`src/rtl/bmc_pkg.sv`:
```
package bmc_pkg;

    localparam int SLOTS      = 32;
    localparam int HALVES     = 2 * SLOTS;
    localparam int HCNT_W     = $clog2(HALVES);
    localparam int PRE_HALVES = 8;
    localparam int CS_BITS    = 192;

    typedef enum logic [1:0] {
        PRE_BLK  = 2'd0,
        PRE_LEFT = 2'd1,
        PRE_RGT  = 2'd2
    } pre_kind_t;

    typedef struct packed {
        logic [3:0] ctrl;
        logic [1:0] acc;
    } cs_cfg_t;

    // Preamble half-cells for a line that was low before it, first half-cell in bit 7.
    function automatic logic [7:0] pre_pattern(pre_kind_t kind);
        case (kind)
            PRE_BLK:  return 8'b1110_1000;
            PRE_LEFT: return 8'b1110_0010;
            default:  return 8'b1110_0100;
        endcase
    endfunction

    // Channel-status bit for a disc-audio source.
    function automatic logic cs_value(logic [15:0] idx, cs_cfg_t cfg);
        if (idx < 16'd4)        return cfg.ctrl[idx[1:0]];
        else if (idx == 16'd8)  return 1'b1;
        else if (idx == 16'd28) return cfg.acc[1];
        else if (idx == 16'd29) return cfg.acc[0];
        else                    return 1'b0;
    endfunction

endpackage

```
`src/rtl/bmc_slot_ctr.sv`:
```
module bmc_slot_ctr
    import bmc_pkg::*;
#(
    parameter int BLOCK_WORDS = 384,
    localparam int WIDX_W = $clog2(BLOCK_WORDS)
) (
    input  logic              clk,
    input  logic              rst,
    input  logic              line_on,
    input  logic              step,
    output logic [HCNT_W-1:0] h_cnt,
    output logic [WIDX_W-1:0] word_idx
);

    localparam logic [HCNT_W-1:0] H_LAST = HCNT_W'(HALVES - 1);
    localparam logic [WIDX_W-1:0] W_LAST = WIDX_W'(BLOCK_WORDS - 1);

    always_ff @(posedge clk) begin
        if (rst || !line_on) begin
            h_cnt    <= '0;
            word_idx <= '0;
        end else if (step) begin
            h_cnt <= h_cnt + 1'b1;
            if (h_cnt == H_LAST) begin
                word_idx <= (word_idx == W_LAST) ? '0 : word_idx + 1'b1;
            end
        end
    end

endmodule

```
`src/rtl/bmc_word_build.sv`:
```
module bmc_word_build
    import bmc_pkg::*;
#(
    parameter int SAMPLE_W = 16,
    localparam int LSB_SLOT = 28 - SAMPLE_W
) (
    input  logic [SAMPLE_W-1:0] sample,
    input  logic                err,
    input  logic                user,
    input  logic                cs,
    output logic [SLOTS-1:0]    word
);

    always_comb begin
        word = '0;
        word[LSB_SLOT +: SAMPLE_W] = sample;
        word[28] = err;
        word[29] = user;
        word[30] = cs;
        word[31] = ^word[30:4];
    end

endmodule

```
`src/rtl/bmc_line_coder.sv`:
```
module bmc_line_coder
    import bmc_pkg::*;
(
    input  logic              clk,
    input  logic              rst,
    input  logic              line_on,
    input  logic              step,
    input  logic [HCNT_W-1:0] h_cnt,
    input  logic [SLOTS-1:0]  word_in,
    input  pre_kind_t         pre_in,
    output logic              line_out
);

    logic [SLOTS-1:0] word_q;
    logic [7:0]       pat_q;
    logic [7:0]       pat_now;
    logic             lvl_q;
    logic             line_q;

    assign pat_now  = pre_pattern(pre_in);
    assign line_out = line_q;

    always_ff @(posedge clk) begin
        if (rst || !line_on) begin
            line_q <= 1'b0;
            lvl_q  <= 1'b0;
            pat_q  <= '0;
            word_q <= '0;
        end else if (step) begin
            if (h_cnt == '0) begin
                word_q <= word_in;
                pat_q  <= pat_now;
                lvl_q  <= line_q;
                line_q <= pat_now[7] ^ line_q;
            end else if (h_cnt < HCNT_W'(PRE_HALVES)) begin
                line_q <= pat_q[3'd7 - h_cnt[2:0]] ^ lvl_q;
            end else if (!h_cnt[0]) begin
                line_q <= ~line_q;
            end else begin
                line_q <= line_q ^ word_q[h_cnt[HCNT_W-1:1]];
            end
        end
    end

endmodule

```
`src/rtl/bmc_subframe_tx.sv`:
```
module bmc_subframe_tx
    import bmc_pkg::*;
#(
    parameter int SAMPLE_W    = 16,
    parameter int BLOCK_WORDS = 384,
    localparam int WIDX_W = $clog2(BLOCK_WORDS)
) (
    input  logic                clk,
    input  logic                rst,
    input  logic                line_on,
    input  logic                cell_en,
    input  logic [SAMPLE_W-1:0] smp_left,
    input  logic [SAMPLE_W-1:0] smp_right,
    input  logic                err_left,
    input  logic                err_right,
    input  logic                user_bit,
    input  logic [3:0]          q_ctrl,
    input  logic [1:0]          clk_acc,
    output logic                line_out,
    output logic                sub_start,
    output logic                blk_first
);

    logic              step;
    logic              begin_sub;
    logic              is_right;
    logic [HCNT_W-1:0] h_cnt;
    logic [WIDX_W-1:0] word_idx;
    logic [SAMPLE_W-1:0] right_q;
    logic              right_err_q;
    cs_cfg_t           cfg_q;
    cs_cfg_t           cfg_live;
    cs_cfg_t           cfg_use;
    logic [SAMPLE_W-1:0] sample_sel;
    logic              err_sel;
    logic              cs_sel;
    logic [SLOTS-1:0]  word_bits;
    pre_kind_t         pre_sel;

    assign step      = line_on && cell_en;
    assign begin_sub = step && (h_cnt == '0);
    assign is_right  = word_idx[0];

    bmc_slot_ctr #(.BLOCK_WORDS(BLOCK_WORDS)) u_ctr (
        .clk      (clk),
        .rst      (rst),
        .line_on  (line_on),
        .step     (step),
        .h_cnt    (h_cnt),
        .word_idx (word_idx)
    );

    // Capture registers: right sample with the pair, channel-status config with the block.
    always_ff @(posedge clk) begin
        if (rst) begin
            right_q     <= '0;
            right_err_q <= 1'b0;
            cfg_q       <= '0;
        end else if (begin_sub) begin
            if (!is_right) begin
                right_q     <= smp_right;
                right_err_q <= err_right;
            end
            if (word_idx == '0) begin
                cfg_q <= cfg_live;
            end
        end
    end

    always_comb begin
        cfg_live.ctrl = q_ctrl;
        cfg_live.acc  = clk_acc;
        cfg_use    = (word_idx == '0) ? cfg_live : cfg_q;
        sample_sel = is_right ? right_q : smp_left;
        err_sel    = is_right ? right_err_q : err_left;
        cs_sel     = cs_value(16'(word_idx >> 1), cfg_use);
        if (word_idx == '0) pre_sel = PRE_BLK;
        else if (is_right)  pre_sel = PRE_RGT;
        else                pre_sel = PRE_LEFT;
    end

    bmc_word_build #(.SAMPLE_W(SAMPLE_W)) u_build (
        .sample (sample_sel),
        .err    (err_sel),
        .user   (user_bit),
        .cs     (cs_sel),
        .word   (word_bits)
    );

    bmc_line_coder u_coder (
        .clk      (clk),
        .rst      (rst),
        .line_on  (line_on),
        .step     (step),
        .h_cnt    (h_cnt),
        .word_in  (word_bits),
        .pre_in   (pre_sel),
        .line_out (line_out)
    );

    always_ff @(posedge clk) begin
        if (rst || !line_on) begin
            sub_start <= 1'b0;
            blk_first <= 1'b0;
        end else begin
            sub_start <= begin_sub;
            blk_first <= begin_sub && (word_idx == '0);
        end
    end

endmodule

```
`config.mk`:
```
export PLATFORM = sky130hd
export DESIGN_NAME = bmc_subframe_tx
export DESIGN_NICKNAME = d
export VERILOG_FILES = /design/src/rtl/bmc_pkg.sv /design/src/rtl/bmc_slot_ctr.sv /design/src/rtl/bmc_word_build.sv /design/src/rtl/bmc_line_coder.sv /design/src/rtl/bmc_subframe_tx.sv
export SDC_FILE = /design/constraint.sdc
export NUM_CORES = 1
export LEC_CHECK = 0
export CAP_MARGIN = 20
export CELL_PAD_IN_SITES_DETAIL_PLACEMENT = 1
export CELL_PAD_IN_SITES_GLOBAL_PLACEMENT = 1
export CORE_UTILIZATION = 37
export DETAILED_ROUTE_END_ITERATION = 10
export GPL_TIMING_DRIVEN = 0
export PLACE_DENSITY_LB_ADDON = 0.05
export SLEW_MARGIN = 20
export SYNTH_ARGS = -nofsm -noshare
export SYNTH_HDL_FRONTEND = slang
export SYNTH_SLANG_ARGS = --single-unit
```
`constraint.sdc`:
```
create_clock -name clk -period 2.3 [get_ports clk]
set_input_delay 0.345 -clock clk [delete_from_list [all_inputs] [get_ports clk]]
set_output_delay 0.345 -clock clk [all_outputs]
set_load 0.1 [all_outputs]
```
==> out/metrics.cfg <==
[routing]
wire_per_inst_um = 16.1
drt-vias-per-instance = 5.16
antenna_left = 0
post_route_drc = 0
wl_mm = 8.90
pre_antenna_drt_iters = 4
num_vias = 2856
initialDrtViolationCount = 47

[synthesis]
yosys-top-cells-area = sky130_fd_sc_hd__dfxtp_1 39%, sky130_fd_sc_hd__mux2i_1 10%, sky130_fd_sc_hd__nand2_1 6.2%
synth_edf_count = 0
cells_after_synth = 377
postSynthRegisterBits = 66
seq_area_frac_synth = 0.389
synth_top_area_frac = 0.389
synth.largest_area_cell = sky130_fd_sc_hd__dfxtp_1
async_set_or_reset_flop_fraction_in_the_synthesized_netlist = 0
synth.most_common_cell = sky130_fd_sc_hd__dfxtp_1
synth_flop_cell = sky130_fd_sc_hd__dfxtp_1
synthDistinctLibCells = 47
synth.net_count = 426
post_synth_most_frequent_cells = 66 x sky130_fd_sc_hd__dfxtp_1, 56 x sky130_fd_sc_hd__nand2_1, 42 x sky130_fd_sc_hd__nor2_1
synth_area_um2 = 3400
synthesis.yosys.warnings = 0
synth.avg_cell_area_um2 = 9.01

[floorplan]
core.rowCount = 34
die_width_um = 97.8
core_area_um2 = 8810
die_h_um = 97.8
initial_utilization = 0.386
die_area_um2 = 9570
io-pin-count = 48

[place]
routability_driven_placement_congestion_ratio = 0.721
placement.cell_area_um2 = 4000
detailed_place_hpwl_mm = 6.70
dp_slack_ps = -442
portBuffers = 47
place.detailed.instances = 532

[clock_tree]
cts_root_buf = sky130_fd_sc_hd__clkbuf_8
clk_pin_slew_ps = 80
cts_made_buffers = 9
ctsHtreeMaxLevel = 3
clock_insertion_delay_worst_skew_ps = 340
cts.path.max_buffers = 2
clkSinkCount = 66
clock_tree_from_tritoncts = built
hold_buffer_count_at_cts = 0

[timing]
fin_skew_ps = 11.0
fin_crit_sh = 0.971
final_period_minus_worst_setup_slack_ps = 2230
timing_hold_violations_final = 0
final_max_slew_viol_count = 0
setup_violations = 0
layout_setup_ws_ps = 67.7
fmax_mhz = 448
worst_slew_pin_slew_ps = 962
whs_ps = 417
relSlewSlack = 0.357

[hold_path]
hold_end = u_coder.pat_q[2]$_SDFFE_PP0P_
timing.hold.worst.start = line_on
min-delay-path-class = in -> reg
hold_depth = 3

[setup_path]
cp_slowest_cell = sky130_fd_sc_hd__clkdlybuf4s50_1
timing.critical_path.cells = clkdlybuf4s50_1
crit_path_max_fanout = 4
critical_path_required_ps = 1960
crit_family = buffers and inverters
r2r.worst_path.cells = 9
worstPathBufferInverterCount = 1
setup.worst_path.class = reg -> out
endpoint_kind = output port
timing.rr.end = cfg_q[1]$_SDFFE_PP0P_
reg2reg_slack_ps = 160
r2r-start = u_ctr.h_cnt[1]$_SDFFE_PP0P_
worst_ep_arrival_time_ps = 1890
setup.worst_path.start_class = flip-flop
critical_path.max_stage_delay_ps = 1150

[grt]
grt_overflow = 0
groute.usage.overall = 0.193
pin_count_of_the_biggest_net_entering_global_routing = 14
grt_first_pass_wirelength_mm = 14.4
grt_pass1_vias = 2914
grt_antenna_before_repair = 0

[power]
powerDensity_nw_per_um2 = 583
power.ir.vdd_worst_mv = 0.255
power_leakage_uw = 0.00155

[layout]
final_layout_size_suffix_gt1_frac = 0.117
antenna-diode-count = 0
final_cells = 553
storage_element_area_um2 = 1320
synthToLayoutAreaGrowth_pct = 25.2
layout.nets = 490
multi_input_comb_area_um2 = 1950
layout.filler_cells = 1034
layout.cell_area.non_filler_um2 = 4250

[run]
maxCapViolations = 0

[outcome]
status = complete, no violations

[worst max-delay path by stage]
stage                                         startpoint                         endpoint  slack, ps  depth (start not counted)
after global routing      u_ctr.word_idx[1]$_SDFFE_PP0P_  u_coder.word_q[31]$_SDFFE_PP0P_         -2                         10
after global placement                           line_on         right_q[15]$_SDFFE_PP0P_       -430                          7
final                      u_coder.line_out$_SDFFE_PP0P_                         line_out         70                          1
after detailed placement                         line_on         right_q[15]$_SDFFE_PP0P_       -440                          7
after floorplan           u_ctr.word_idx[0]$_SDFFE_PP0P_  u_coder.word_q[31]$_SDFFE_PP0P_         80                         10
after CTS                                        line_on   u_ctr.word_idx[7]$_SDFFE_PP0P_        -20                          8
[placed cells by master (no fill, tap or decap), drive strengths merged, types with 5 or more instances in the layout]
cell type / netlist / final
xor2: 21 / 21
xnor2: 16 / 16
nor3: 5 / 5
o21ai: 7 / 7
clkbuf: 11 / 23
nand3: 7 / 7
dfxtp: 66 / 66
clkdlybuf4s50: 0 / 46
buf: 12 / 18
nor2: 45 / 45
nand2: 56 / 56
mux4: 5 / 5
inv: 7 / 7
mux2i: 35 / 35
a211oi: 18 / 18
nand4: 5 / 5
a21oi: 30 / 30
[registers in the layout (all words and copies together), names as in the netlist]
signal and count:
u_coder.pat_q 4, u_coder.line_out 1, u_ctr.word_idx 9, u_ctr.h_cnt 6, sub_start 1, right_q 16
u_coder.word_q 20, u_coder.lvl_q 1, right_err_q 1, blk_first 1, cfg_q 6
[layout make-up]
type | instances | area share
buffer | 22 | 0.0291
clock buffer | 12 | 0.0365
clock inverter | 3 | 0.00353
inverter | 7 | 0.00676
multi-input combinational | 281 | 0.458
sequential | 66 | 0.311
tap | 108 | 0.0318
timing repair buffer | 54 | 0.124
[cells by family (layout without fill, tap and decap cells)]
logic type               count (synthesis)  count (layout)  share of synthesized area
adder cells (fa/ha/maj)                  4               4                     0.0147
AO/OA/AOI/OAI                           66              66                      0.121
multiplexers                            40              40                      0.138
AND/OR/NAND/NOR                        133             133                      0.190
buffers and inverters                   30              98                     0.0453
XOR/XNOR                                38              38                      0.102
flip-flops                              66              66                      0.389
[metrics by stage]
step | setup TNS (ps) | power (uW) | utilization
detailed placement | -12630 | 1620 | 0.455
CTS | -22.8 | 2500 | 0.476
finish | 0 | 2480 | 0.483
floorplan | 0 | 1470 | -
global route | -2.07 | 2590 | 0.483
global placement | -11170 | 1610 | 0.455
[where the power goes]
group	leakage [uW]	switching [uW]	total (uW)	internal, uW
logic	0.000916	186	390	204
registers	0.000537	26.3	1210	1180
clock network	0.0000920	446	885	440
total	0.00155	658	2480	1820
[routing by layer]
layer  routed length, um  up-vias  global-route usage
met4                  98        0              0.0723
met1                4190     1376               0.235
met3                 252        8              0.0272
li1                    -     1429                   -
met5                   0        -                   0
met2                4360       43               0.343
[what timing repair did]
item	CTS	global route
pin swaps	1	4
hold endpoints to repair	0	0
setup endpoints to repair	17	21
gates resized for setup	4	8
setup buffers	1	6
Note: power is estimated with default switching activity, not from simulation.
